<file path="config.mk">
export PLATFORM = sky130hd
export DESIGN_NAME = seek_dtg_counter
export DESIGN_NICKNAME = d
export VERILOG_FILES = /design/src/rtl/dtg_pkg.sv /design/src/rtl/dtg_digit.sv /design/src/rtl/dtg_step_select.sv /design/src/rtl/dtg_seek_classifier.sv /design/src/rtl/seek_dtg_counter.sv
export SDC_FILE = /design/constraint.sdc
export NUM_CORES = 1
export LEC_CHECK = 0
export ABC_AREA = 1
export BUFFER_PORTS_ARGS = -buffer_cell sky130_fd_sc_hd__buf_2
export CAP_MARGIN = 20
export CORE_ASPECT_RATIO = 0.7
export CORE_MARGIN = 8
export CORE_UTILIZATION = 23
export DETAILED_ROUTE_END_ITERATION = 10
export PLACE_DENSITY_LB_ADDON = 0.2
export REMOVE_ABC_BUFFERS = 1
export SYNTH_ARGS = -nofsm -noshare
export SYNTH_HDL_FRONTEND = slang
export SYNTH_SLANG_ARGS = --single-unit
</file>
<file path="constraint.sdc">
create_clock -name clk -period 5.25 [get_ports clk]
set_input_delay 0.525 -clock clk [delete_from_list [all_inputs] [get_ports clk]]
set_output_delay 0.525 -clock clk [all_outputs]
set_load 0.02 [all_outputs]
</file>
<file path="src/rtl/dtg_pkg.sv">
package dtg_pkg;
  typedef enum logic [1:0] {
    CLS_SHORT  = 2'd0,
    CLS_MEDIUM = 2'd1,
    CLS_INTER  = 2'd2,
    CLS_LONG   = 2'd3
  } seek_class_e;
endpackage

</file>
<file path="src/rtl/dtg_digit.sv">
// One down-counting stage of the distance count; it decrements when a borrow reaches it.
module dtg_digit #(
  parameter int DIG_W = 4
) (
  input  logic             clk,
  input  logic             rst_n,
  input  logic             load,
  input  logic [DIG_W-1:0] load_val,
  input  logic             borrow_in,
  output logic [DIG_W-1:0] q,
  output logic             zero
);
  always_ff @(posedge clk) begin
    if (!rst_n)         q <= '0;
    else if (load)      q <= load_val;
    else if (borrow_in) q <= q - 1'b1;
  end

  assign zero = (q == '0);
endmodule

</file>
<file path="src/rtl/dtg_step_select.sv">
// Picks which crossing strobe is allowed to decrement the count.
module dtg_step_select (
  input  logic selftest_en,
  input  logic count_en,
  input  logic long_seek,
  input  logic near_target,
  input  logic qtr_strobe,
  input  logic ctr_strobe,
  input  logic st_strobe,
  output logic step
);
  always_comb begin
    if (selftest_en)                     step = st_strobe;
    else if (!count_en)                  step = 1'b0;
    else if (!long_seek || near_target)  step = qtr_strobe;
    else                                 step = ctr_strobe;
  end
endmodule

</file>
<file path="src/rtl/dtg_seek_classifier.sv">
// Registers the class of the requested length at load time.
module dtg_seek_classifier
  import dtg_pkg::*;
#(
  parameter int DATA_W   = 8,
  parameter int MED_MIN  = 3,
  parameter int INT_MIN  = 9,
  parameter int LONG_MIN = 33
) (
  input  logic              clk,
  input  logic              rst_n,
  input  logic              load,
  input  logic [DATA_W-1:0] len,
  output seek_class_e       cls
);
  localparam int CMP_W = (DATA_W > 7) ? DATA_W + 1 : 8;

  seek_class_e cls_next;
  logic [CMP_W-1:0] len_x;

  assign len_x = CMP_W'(len);

  always_comb begin
    if (len_x >= CMP_W'(LONG_MIN))     cls_next = CLS_LONG;
    else if (len_x >= CMP_W'(INT_MIN)) cls_next = CLS_INTER;
    else if (len_x >= CMP_W'(MED_MIN)) cls_next = CLS_MEDIUM;
    else                               cls_next = CLS_SHORT;
  end

  always_ff @(posedge clk) begin
    if (!rst_n)    cls <= CLS_SHORT;
    else if (load) cls <= cls_next;
  end
endmodule

</file>
<file path="src/rtl/seek_dtg_counter.sv">
module seek_dtg_counter
  import dtg_pkg::*;
#(
  parameter int DATA_W     = 8,
  parameter int CNT_W      = 11,
  parameter int DIG_W      = 4,
  parameter int LOAD_SHIFT = 3,
  parameter int NEAR_LIM   = 9,
  parameter int FAR_LIM    = 768,
  parameter int MED_MIN    = 3,
  parameter int INT_MIN    = 9,
  parameter int LONG_MIN   = 33
) (
  input  logic              clk,
  input  logic              rst_n,
  input  logic              load_valid,
  output logic              load_ready,
  input  logic [DATA_W-1:0] load_data,
  input  logic              seek_dir,
  input  logic              long_seek,
  input  logic              count_en,
  input  logic              selftest_en,
  input  logic              qtr_strobe,
  input  logic              ctr_strobe,
  input  logic              st_strobe,
  output logic [CNT_W-1:0]  dtg,
  output logic              near_nine,
  output logic [1:0]        seek_class,
  output logic              max_vel_pos,
  output logic              max_vel_neg
);
  localparam int STAGES = (CNT_W + DIG_W - 1) / DIG_W;
  localparam int PAD_W  = STAGES * DIG_W;

  logic              load_fire;
  logic [PAD_W-1:0]  load_full;
  logic [PAD_W-1:0]  count_full;
  logic [STAGES-1:0] dig_zero;
  logic [STAGES-1:0] borrow_in;
  logic              step;
  logic              step_ok;
  logic              far_out;
  seek_class_e       cls;

  assign load_ready = 1'b1;
  assign load_fire  = load_valid & load_ready;
  assign load_full  = PAD_W'(load_data) << LOAD_SHIFT;

  assign near_nine = (count_full <= PAD_W'(NEAR_LIM));
  assign far_out   = (count_full > PAD_W'(FAR_LIM));

  dtg_step_select u_sel (
    .selftest_en (selftest_en),
    .count_en    (count_en),
    .long_seek   (long_seek),
    .near_target (near_nine),
    .qtr_strobe  (qtr_strobe),
    .ctr_strobe  (ctr_strobe),
    .st_strobe   (st_strobe),
    .step        (step)
  );

  // An accepted strobe is dropped at zero, so the count floors there.
  assign step_ok = step & ~(&dig_zero) & ~load_fire;

  for (genvar g = 0; g < STAGES; g++) begin : g_dig
    if (g == 0) begin : g_lsd
      assign borrow_in[g] = step_ok;
    end else begin : g_upper
      assign borrow_in[g] = step_ok & (&dig_zero[g-1:0]);
    end

    dtg_digit #(.DIG_W(DIG_W)) u_digit (
      .clk       (clk),
      .rst_n     (rst_n),
      .load      (load_fire),
      .load_val  (load_full[g*DIG_W +: DIG_W]),
      .borrow_in (borrow_in[g]),
      .q         (count_full[g*DIG_W +: DIG_W]),
      .zero      (dig_zero[g])
    );
  end

  assign dtg = count_full[CNT_W-1:0];

  dtg_seek_classifier #(
    .DATA_W   (DATA_W),
    .MED_MIN  (MED_MIN),
    .INT_MIN  (INT_MIN),
    .LONG_MIN (LONG_MIN)
  ) u_cls (
    .clk   (clk),
    .rst_n (rst_n),
    .load  (load_fire),
    .len   (load_data),
    .cls   (cls)
  );

  assign seek_class  = cls;
  assign max_vel_pos = long_seek & far_out & ~seek_dir;
  assign max_vel_neg = long_seek & far_out &  seek_dir;
endmodule

</file>
==> results.md, run 1 <==
* Cells taking the most area after synthesis: dfxtp_1 24%, nand2_1 11%, inv_1 7.9%
* Setup TNS at 0 ps
* Via count at around 1,100
* Final Max Slew Viols at 0
* Final setup violation count at 0
* Commonest cells in the netlist: 36 x nand2_1, 25 x inv_1, 21 x nor2_1, 14 x dfxtp_1, 12 x buf_4
* Crit path required time at 4720 ps
* Synth warn at 0
* Port bufs at 33
* Syn Area/Cell at 6.55 um^2
* Synthesized area at 1190 um^2
* Area added between synthesis and finish at 16.4%
* Root Driver: clkbuf_8
* Max Fclk at ~430 MHz
* Row count at 22
* Grt ovf at 0
* First-pass GRT wire length at between 5 and 6 mm
* TritonCTS buffer count at 3
* Final min period at around 2300 ps
* Post-CTS Resized at 0
* Hold WC Path Type: flop to flop
* Detail Route Antenna Nets at 0
* Post-Synthesis Cells at 182
* Crit. End Element: output port
* Total clock sinks at 14
* Initial drt markers at 42
* CTS tree: yes
* CP arrival at around 1800 ps
* Status: finished, final reports clean
* Number of vias per cell at between 4 and 5
* Clock-pin slew on the worst setup and hold paths at around 60 ps
* DR WL/cell at ~11 um
* Dpl hpwl at between 2 and 3 mm
* Netlist cell types at 29
* Hold-fix buffers, CTS at 0
* WS Path Type: flop to output port
* Core Box Area at ~5000 um^2
* Die area at between 7000 and 8000 um^2
* Share of layout cells above drive strength 1 at roughly a quarter
* Clock latency on the worst-skew pair at 240 ps
* Final Cycle Share at between 40% and 50%
* Initial core utilization at a little under a quarter
* Unrepaired setup endpoints after global routing: no
* Post-synth EDFFs at 0
* Antenna cells at 0
* Top-count cell post-synth: nand2_1
* Vias in the first global route at about 1,100
* Die span in x at between 100 and 150 um
* Power density over the cells at about 250 nW/um^2
* Register area share after synthesis at approximately a quarter
* Io pins at 35
* Initial antenna violation count at 0
* Ys flop type: dfxtp_1
* Setup Skew at around 0.7 ps
* Post-Route WL at 3.06 mm
* Share of the synthesized area in the top cell type at between 20% and 30%
* Peak VDD IR at 0.107 mV
* Largest net degree at the start of global routing at 21
* Max_cap viols at 0
* Post-CTS setup buffers at 0
* Synth area leader: dfxtp_1
* Critical Path Source Type: flop
* Die H at around 76 um
* CTS Buffer Depth at 2
* Worst Path Max Fanout at 4
* Layout net count at 230
* Yosys reg bits at 14
* DR DRC count at 0
* # H-tree levels at 1
* Routability Congestion at around 0.74
* Final design utilization at 27.1%
* 1st-pass router iterations at 4
* Leakage at 0.704 nW
* Ys async rst share at 0%
* GRT Total Usage at under 10%
* Final hold viol count at 0
==> cells in the final DEF, fill, tap and decap left out <==
cell type / n
nand2_1: 36
buf_2: 33
inv_1: 25
nor2_1: 21
dfxtp_1: 14
o21ai_0: 10
a21oi_1: 10
nand3_1: 9
ha_1: 7
nand2_2: 5
nor2_4: 3
nand3_2: 3
xor2_1: 3
o21ai_1: 3
clkbuf_8: 3
a21boi_1: 2
nor3_1: 2
nand4_1: 2
nand2_4: 2
nor2_2: 1
a21oi_2: 1
and3_1: 1
nand4_2: 1
nor4_1: 1
o31ai_1: 1
o211ai_1: 1
or2_2: 1
a41oi_1: 1
conb_1: 1
==> cell type report <==
class                   count  area, um^2
clock buffers               3        41.3
fillers                   612        3730
inverters                  25        93.8
multi-input cells         128         717
flip-flops and latches     14         280
well taps                  72        90.1
repair buffers             33         165
==> worst max-delay path: stages, from the launching register on <==
cell and delay, ps:
dfxtp_1 320, inv_1 100, ha_1 210, nand2_1 80, nor3_1 370, o21ai_0 150
nand2_1 100, nor2_1 40, buf_2 150
==> per-layer routing <==
metal	track usage [%]	share of wire (%)	vias to the layer above
met5	0	0	-
met4	1.75	0.46	0
met3	3.92	9.5	2
met2	11.2	38	27
met1	11.4	52	492
li1	-	-	614
==> metrics by stage <==
stage          cells  power (mW)  worst slack [ps]  cell area (um^2)  hold WS [ps]
6_report         275       0.341              2940              1390           480
5_1_grt          275       0.369              2780              1390           521
4_1_cts          275       0.348              2920              1390           486
3_5_place_dp     272       0.254              3200              1350           469
3_3_place_gp     272       0.255              3260              1350           466
2_1_floorplan    167       0.214              3260              1090           488
==> state kept, by name, summed over array words and instances, names as in the netlist <==
signal / flops
u_cls.cls: 2
g_dig.u_digit.q: 12
==> kinds of logic (layout without fill, tap and decap cells) <==
family | count (synthesis) | in the layout | share of synthesized area (%)
AO/OA/AOI/OAI | 29 | 29 | 13.6
XOR/XNOR | 3 | 3 | 2.20
adder cells (fa/ha/maj) | 7 | 7 | 7.34
buffers and inverters | 40 | 61 | 16.4
AND/OR/NAND/NOR | 88 | 88 | 36.6
other | 1 | 1 | 0.314
flip-flops | 14 | 14 | 23.5
==> power by group <==
group | switching (mW) | internal, mW
combinational | 0.0805 | 0.0447
clock | 0.0400 | 0.0508
sequential | 0.00963 | 0.115
total | 0.130 | 0.211
==> worst paths after layout <==
check | from | endpoint | slack, ps | cells past startpoint
max | g_dig[0].u_digit.q[0]$_SDFFE_PP0P_ | max_vel_pos | 2940 | 8
max reg2reg | g_dig[0].u_digit.q[0]$_SDFFE_PP0P_ | g_dig[1].u_digit.q[1]$_SDFFE_PN0P_ | 3360 | 14
min reg2reg | u_cls.cls[1]$_SDFFE_PN0P_ | u_cls.cls[1]$_SDFFE_PN0P_ | 480 | 2
min | u_cls.cls[1]$_SDFFE_PN0P_ | u_cls.cls[1]$_SDFFE_PN0P_ | 480 | 2
(Power assumes the default switching activity.)
==> run 2: changes to the inputs <==
clock period = 2.1 ns   (was 5.25 ns; I/O delays follow)
==> results.md, run 2 (synthesis gave the netlist of run 1 again) <==
* Power density over the cells at 638 nW/um^2 (+160%)
* Setup TNS at 0 ps (unchanged)
* 1st-pass router iterations at 4 (unchanged)
* Unrepaired setup endpoints after global routing: no
* Initial antenna violation count at 0 (unchanged)
* Via count at 1,152 (+1.5%)
* Total clock sinks at 14 (unchanged)
* Layout net count at 231 (+0.43%)
* Area added between synthesis and finish at 18.8%
* Top delay family on crit path: simple AND/OR/NAND/NOR gates
* Max Fclk at about 540 MHz
* Final hold viol count at 0 (unchanged)
* Most flops, register: g_dig.u_digit.q
* Core Box Area at 5120 um^2 (unchanged)
* Leakage at 0.717 nW (+1.9%)
* Buf/Inv on CP at 2 (unchanged)
* Placed instance area at 1350 um^2 (+0.56%)
* Initial core utilization at 23.3% (unchanged)
* # H-tree levels at 1 (unchanged)
* Dpl cells at 273 (+0.37%)
* R2R setup slack at 240 ps (-3120 ps)
* Setup Skew at 1.82 ps (+1.11 ps)
* Port bufs at 33 (unchanged)
* Fillers at 605 (-1.1%)
* Row count at 22 (unchanged)
* GRT Total Usage at 8.01% (-0.26 points)
* Finished Layout Cells at 277 (+0.73%)
* Grt ovf at 0 (unchanged)
* Share of layout cells above drive strength 1 at 28.3% (+2.2 points)
* Worst path depth at 14 (+6)
* Slowest cell on crit path: dfxtp_1
* Final Max Slew Viols at 0 (unchanged)
* Worst Path Max Fanout at 5 (+1)
* Antenna cells at 0 (unchanged)
* CP Cell Sequence: inv_1 > ha_1 > a21boi_1 > nand2_2 > nand2_2 > nand3_2 > nand2_1 > nand3_2 > nand2_4 > nand3_2 > nand2_2 > inv_1 > nor2_1 > nor2_1
* WHS Path Cells at 3 (+1)
* CP arrival at 2000 ps (+220 ps)
* Die H at 76.2 um (unchanged)
* Initial drt markers at 42 (unchanged)
* CTS tree: yes
* Clock latency on the worst-skew pair at 240 ps (about the same)
* Final Cycle Share at between 80% and 90%
* Leading cell types in the layout, fill and taps excluded: 36 x nand2_1, 33 x buf_2, 24 x inv_1
* First-pass GRT wire length at 5.09 mm (-3.4%)
* CTS Buffer Depth at 2 (unchanged)
* Final design utilization at 27.7% (+0.56 points)
* Routability Congestion at 0.740 (+0.26%)
* Peak VDD IR at 0.258 mV (+140%)
* Crit path required time at 2240 ps (-2480 ps)
* Clock-pin slew on the worst setup and hold paths at 70 ps (about the same)
* Final setup violation count at 0 (unchanged)
* Detail Route Antenna Nets at 0 (unchanged)
* Pre-CTS setup slack at 231 ps (-2970 ps)
* Hold slack at 269 ps (-211 ps)
* Largest net degree at the start of global routing at 21 (unchanged)
* Max reg flops at 12 (unchanged)
* Worst reg-to-reg path cell count at 14 (unchanged)
* Hold WC Path Type: input port to flop
* WS Path Type: flop to flop
* Die span in x at 102 um (unchanged)
* Critical Path Source Type: flop
* Setup WS post-layout at 243 ps (-2700 ps)
* CP peak stage delay at 350 ps (-20 ps)
* Number of vias per cell at 4.16 (+0.76%)
* DR DRC count at 0 (unchanged)
* TritonCTS buffer count at 3 (unchanged)
* Dpl hpwl at 2.49 mm (-0.62%)
* Top flop regs: g_dig.u_digit.q (12), u_cls.cls (2)
* Final min period at roughly 1900 ps
* Commonest non-fill, non-tap cell in the layout: nand2_1
* Max_cap viols at 0 (unchanged)
* Crit. End Element: flop
* Multi-input gate area in the final layout at 724 um^2 (+1.0%)
* Die area at 7780 um^2 (unchanged)
* Root Driver: clkbuf_8
* Post-Route WL at 3.03 mm (-0.91%)
* Final instance area at 1420 um^2 (+2.1%)
* FF+latch area at 280 um^2 (unchanged)
* Status: finished, final reports clean
* Total Power at 0.903 mW (+170%)
* Io pins at 35 (unchanged)
* Vias in the first global route at 1,055 (-3.7%)
* Hold-fix buffers, CTS at 0 (unchanged)
* DR WL/cell at 11.0 um (-1.6%)
[run 2: cell count changes in the layout (fill, tap and decap cells not counted), sizes merged]
cell and delta:
buf +1, clkbuf +1
[run 2: path summary, 6_finish.rpt]
check / startpoint / end
worst max-delay path: g_dig[0].u_digit.q[0]$_SDFFE_PP0P_ / g_dig[1].u_digit.q[0]$_SDFFE_PN0P_
worst min-delay path: rst_n / g_dig[2].u_digit.q[2]$_SDFFE_PN0P_
worst max register to register: g_dig[0].u_digit.q[0]$_SDFFE_PP0P_ / g_dig[1].u_digit.q[0]$_SDFFE_PN0P_
worst min register to register: u_cls.cls[1]$_SDFFE_PN0P_ / u_cls.cls[1]$_SDFFE_PN0P_
[run 2: power breakdown]
part	leakage, nW	switching [mW]	internal [mW]
clock	0.0288	0.106	0.166
combinational	0.572	0.204	0.116
sequential	0.116	0.0239	0.288
total	0.717	0.334	0.569
[run 2: what timing repair did]
action | in CTS | in global routing
hold endpoints to repair | 0 | 0
resized for setup | 0 | 3
endpoints found under the setup margin | 0 | 3
setup buffers | 0 | 0
[run 2: area by class of cell]
| cell class | instances | share of cell area, % |
|---|---|---|
| Multi-Input combinational cell | 128 | 51.1 |
| Sequential cell | 14 | 19.8 |
| Timing Repair Buffer | 34 | 12.2 |
| Inverter | 25 | 6.63 |
| Tap cell | 72 | 6.36 |
| Clock buffer | 4 | 3.89 |
[run 2: worst min-delay path, cell delays in order]
cell and delay [ps]:
buf_2 150, nand2_1 80, nor2_1 30
[run 2: per-layer routing]
metal / vias to the layer above / track usage, % / wire, um
met5: - / 0 / 0
met4: 0 / 2.19 / 15
met3: 2 / 3.92 / 359
met2: 32 / 10.2 / 1150
met1: 504 / 11.3 / 1510
li1: 614 / - / -
==> run 3: changes to the inputs <==
CELL_PAD_IN_SITES_DETAIL_PLACEMENT = 0   (was unset)
CELL_PAD_IN_SITES_GLOBAL_PLACEMENT = 1   (was unset)
==> results.md, run 3 (synthesis gave the netlist of run 1 again) <==
* Status: finished, final reports clean
* Vias in the first global route at 1,176 (+11%)
* Hold slack at 273 ps (+4.67 ps)
* End of the critical path: max_vel_neg
* Max reg flops at 12 (unchanged)
* Peak VDD IR at 0.217 mV (-16%)
* Max Fclk at 526 MHz (-2.4%)
* Clock latency on the worst-skew pair at 250 ps (about the same)
* TritonCTS buffer count at 3 (unchanged)
* CTS tree: yes
* Dpl hpwl at 2.65 mm (+6.5%)
* Hold-fix buffers, CTS at 0 (unchanged)
* 1st-pass router iterations at 4 (unchanged)
* Core Box Area at 5120 um^2 (unchanged)
* Clock-pin slew on the worst setup and hold paths at 70 ps (about the same)
* Most flops, register: g_dig.u_digit.q
* First-pass GRT wire length at 5.60 mm (+10%)
* Final min period at 1900 ps (+45.4 ps)
* Root Driver: clkbuf_8
* Post-Route WL at 3.28 mm (+8.1%)
* Post-CTS Resized at 0 (unchanged)
* Leakage at 0.733 nW (+2.3%)
* Routability Congestion at 0.715 (-3.4%)
* Die span in x at 102 um (unchanged)
* Area added between synthesis and finish at 20.5%
* Placed instance area at 1380 um^2 (+1.7%)
* Final setup violation count at 0 (unchanged)
* Port bufs at 33 (unchanged)
* Antenna cells at 0 (unchanged)
* Detail Route Antenna Nets at 0 (unchanged)
* R2r startpoint: g_dig[2].u_digit.q[1]$_SDFFE_PN0P_
* Io pins at 35 (unchanged)
* Leading cell types in the layout, fill and taps excluded: 36 x nand2_1, 33 x buf_2, 25 x inv_1
* WS Path Type: flop to output port
* Post-CTS setup buffers at 0 (unchanged)
* Number of vias per cell at 4.11 (-1.2%)
* Final hold viol count at 0 (unchanged)
* Power density over the cells at 639 nW/um^2 (+0.21%)
* R2R setup slack at 240 ps (about the same)
* Crit path required time at 1890 ps (-350 ps)
* Largest net degree at the start of global routing at 20 (-4.8%)
* Critical Path Source Type: flop
* Slowest cell on crit path: dfxtp_1
* Top flop regs: g_dig.u_digit.q (12), u_cls.cls (2)
* GRT Total Usage at 8.94% (+0.93 points)
* Crit path from: g_dig[0].u_digit.q[1]$_SDFFE_PP0P_
* Via count at 1,150 (-0.17%)
* DR WL/cell at 11.7 um (+6.9%)
* Hold WC Path Type: input port to flop
* Max_cap viols at 0 (unchanged)
* CP peak stage delay at 310 ps (-40 ps)
* CTS Buffer Depth at 2 (unchanged)
* Fillers at 607 (+0.33%)
* CP Cell Sequence: inv_1 > ha_1 > nand2_1 > nor3_2 > o21ai_0 > nand2_1 > nor2_1 > buf_2
* Total clock sinks at 14 (unchanged)
* DR DRC count at 0 (unchanged)
* Crit. End Element: output port
* R2r endpoint: g_dig[1].u_digit.q[0]$_SDFFE_PN0P_
* Initial drt markers at 65 (+55%)
* Setup Skew at 3.65 ps (+1.82 ps)
* CP arrival at 1690 ps (-310 ps)
* Final instance area at 1440 um^2 (+1.4%)
* Cell mode on critical path: nand2_1
* Worst reg-to-reg path cell count at 15 (+1)
* Final Cycle Share at 90.6% (+2.2 points)
* Final Max Slew Viols at 0 (unchanged)
* Die H at 76.2 um (unchanged)
* Final design utilization at 28.1% (+0.39 points)
* Share of layout cells above drive strength 1 at 28.4% (+0.073 points)
* Worst Path Max Fanout at 4 (-1)
* Grt ovf at 0 (unchanged)
* Die area at 7780 um^2 (unchanged)
* Row count at 22 (unchanged)
* Unrepaired setup endpoints after global routing: no
* Initial core utilization at 23.3% (unchanged)
* Commonest non-fill, non-tap cell in the layout: nand2_1
* Setup TNS at 0 ps (unchanged)
* # H-tree levels at 1 (unchanged)
* Initial antenna violation count at 0 (unchanged)
* Layout net count at 234 (+1.3%)
-- run 3: how the worst min path moves through the flow --
stage	startpoint	to	slack (ps)	cells after the start
6_report	rst_n	g_dig[2].u_digit.q[1]$_SDFFE_PN0P_	270	3
3_5_place_dp	u_cls.cls[1]$_SDFFE_PN0P_	u_cls.cls[1]$_SDFFE_PN0P_	470	2
5_1_grt	rst_n	g_dig[2].u_digit.q[1]$_SDFFE_PN0P_	290	3
2_1_floorplan	rst_n	g_dig[2].u_digit.q[1]$_SDFFE_PN0P_	330	2
3_3_place_gp	u_cls.cls[1]$_SDFFE_PN0P_	u_cls.cls[1]$_SDFFE_PN0P_	470	2
4_1_cts	rst_n	g_dig[2].u_digit.q[1]$_SDFFE_PN0P_	270	3
-- run 3: layout make-up --
type	instances	area, um^2	share of cell area, %
Inverter	25	93.8	6.53
Tap cell	72	90.1	6.27
Sequential cell	14	280	19.5
Clock buffer	4	55.1	3.83
Timing Repair Buffer	37	195	13.6
Multi-Input combinational cell	128	722	50.3
-- run 3: report_power, final --
part	leakage, nW	internal (mW)	switching [mW]
sequential	0.116	0.288	0.0197
combinational	0.589	0.122	0.214
clock	0.0288	0.166	0.108
-- run 3: stage by stage --
stage,power [mW],cells,worst slack (ps)
floorplan,0.535,167,257
global placement,0.657,276,221
detailed placement,0.650,276,236
CTS,0.937,280,19.9
global route,0.997,280,1.01
finish,0.918,280,198
-- run 3: critical path, delay by kind of cell, from the launching register on --
family,cells,cell delay (ps)
adder cells (fa/ha/maj),1,220
buffers and inverters,2,260
flip-flops,1,310
AND/OR/NAND/NOR,4,510
AO/OA/AOI/OAI,1,140
-- run 3: routing by layer --
layer  global-route usage [%]  routed length [um]
met1                     13.1                1770
met2                     11.5                1220
met3                     3.10                 256
met4                     3.07                  34
met5                        0                   0
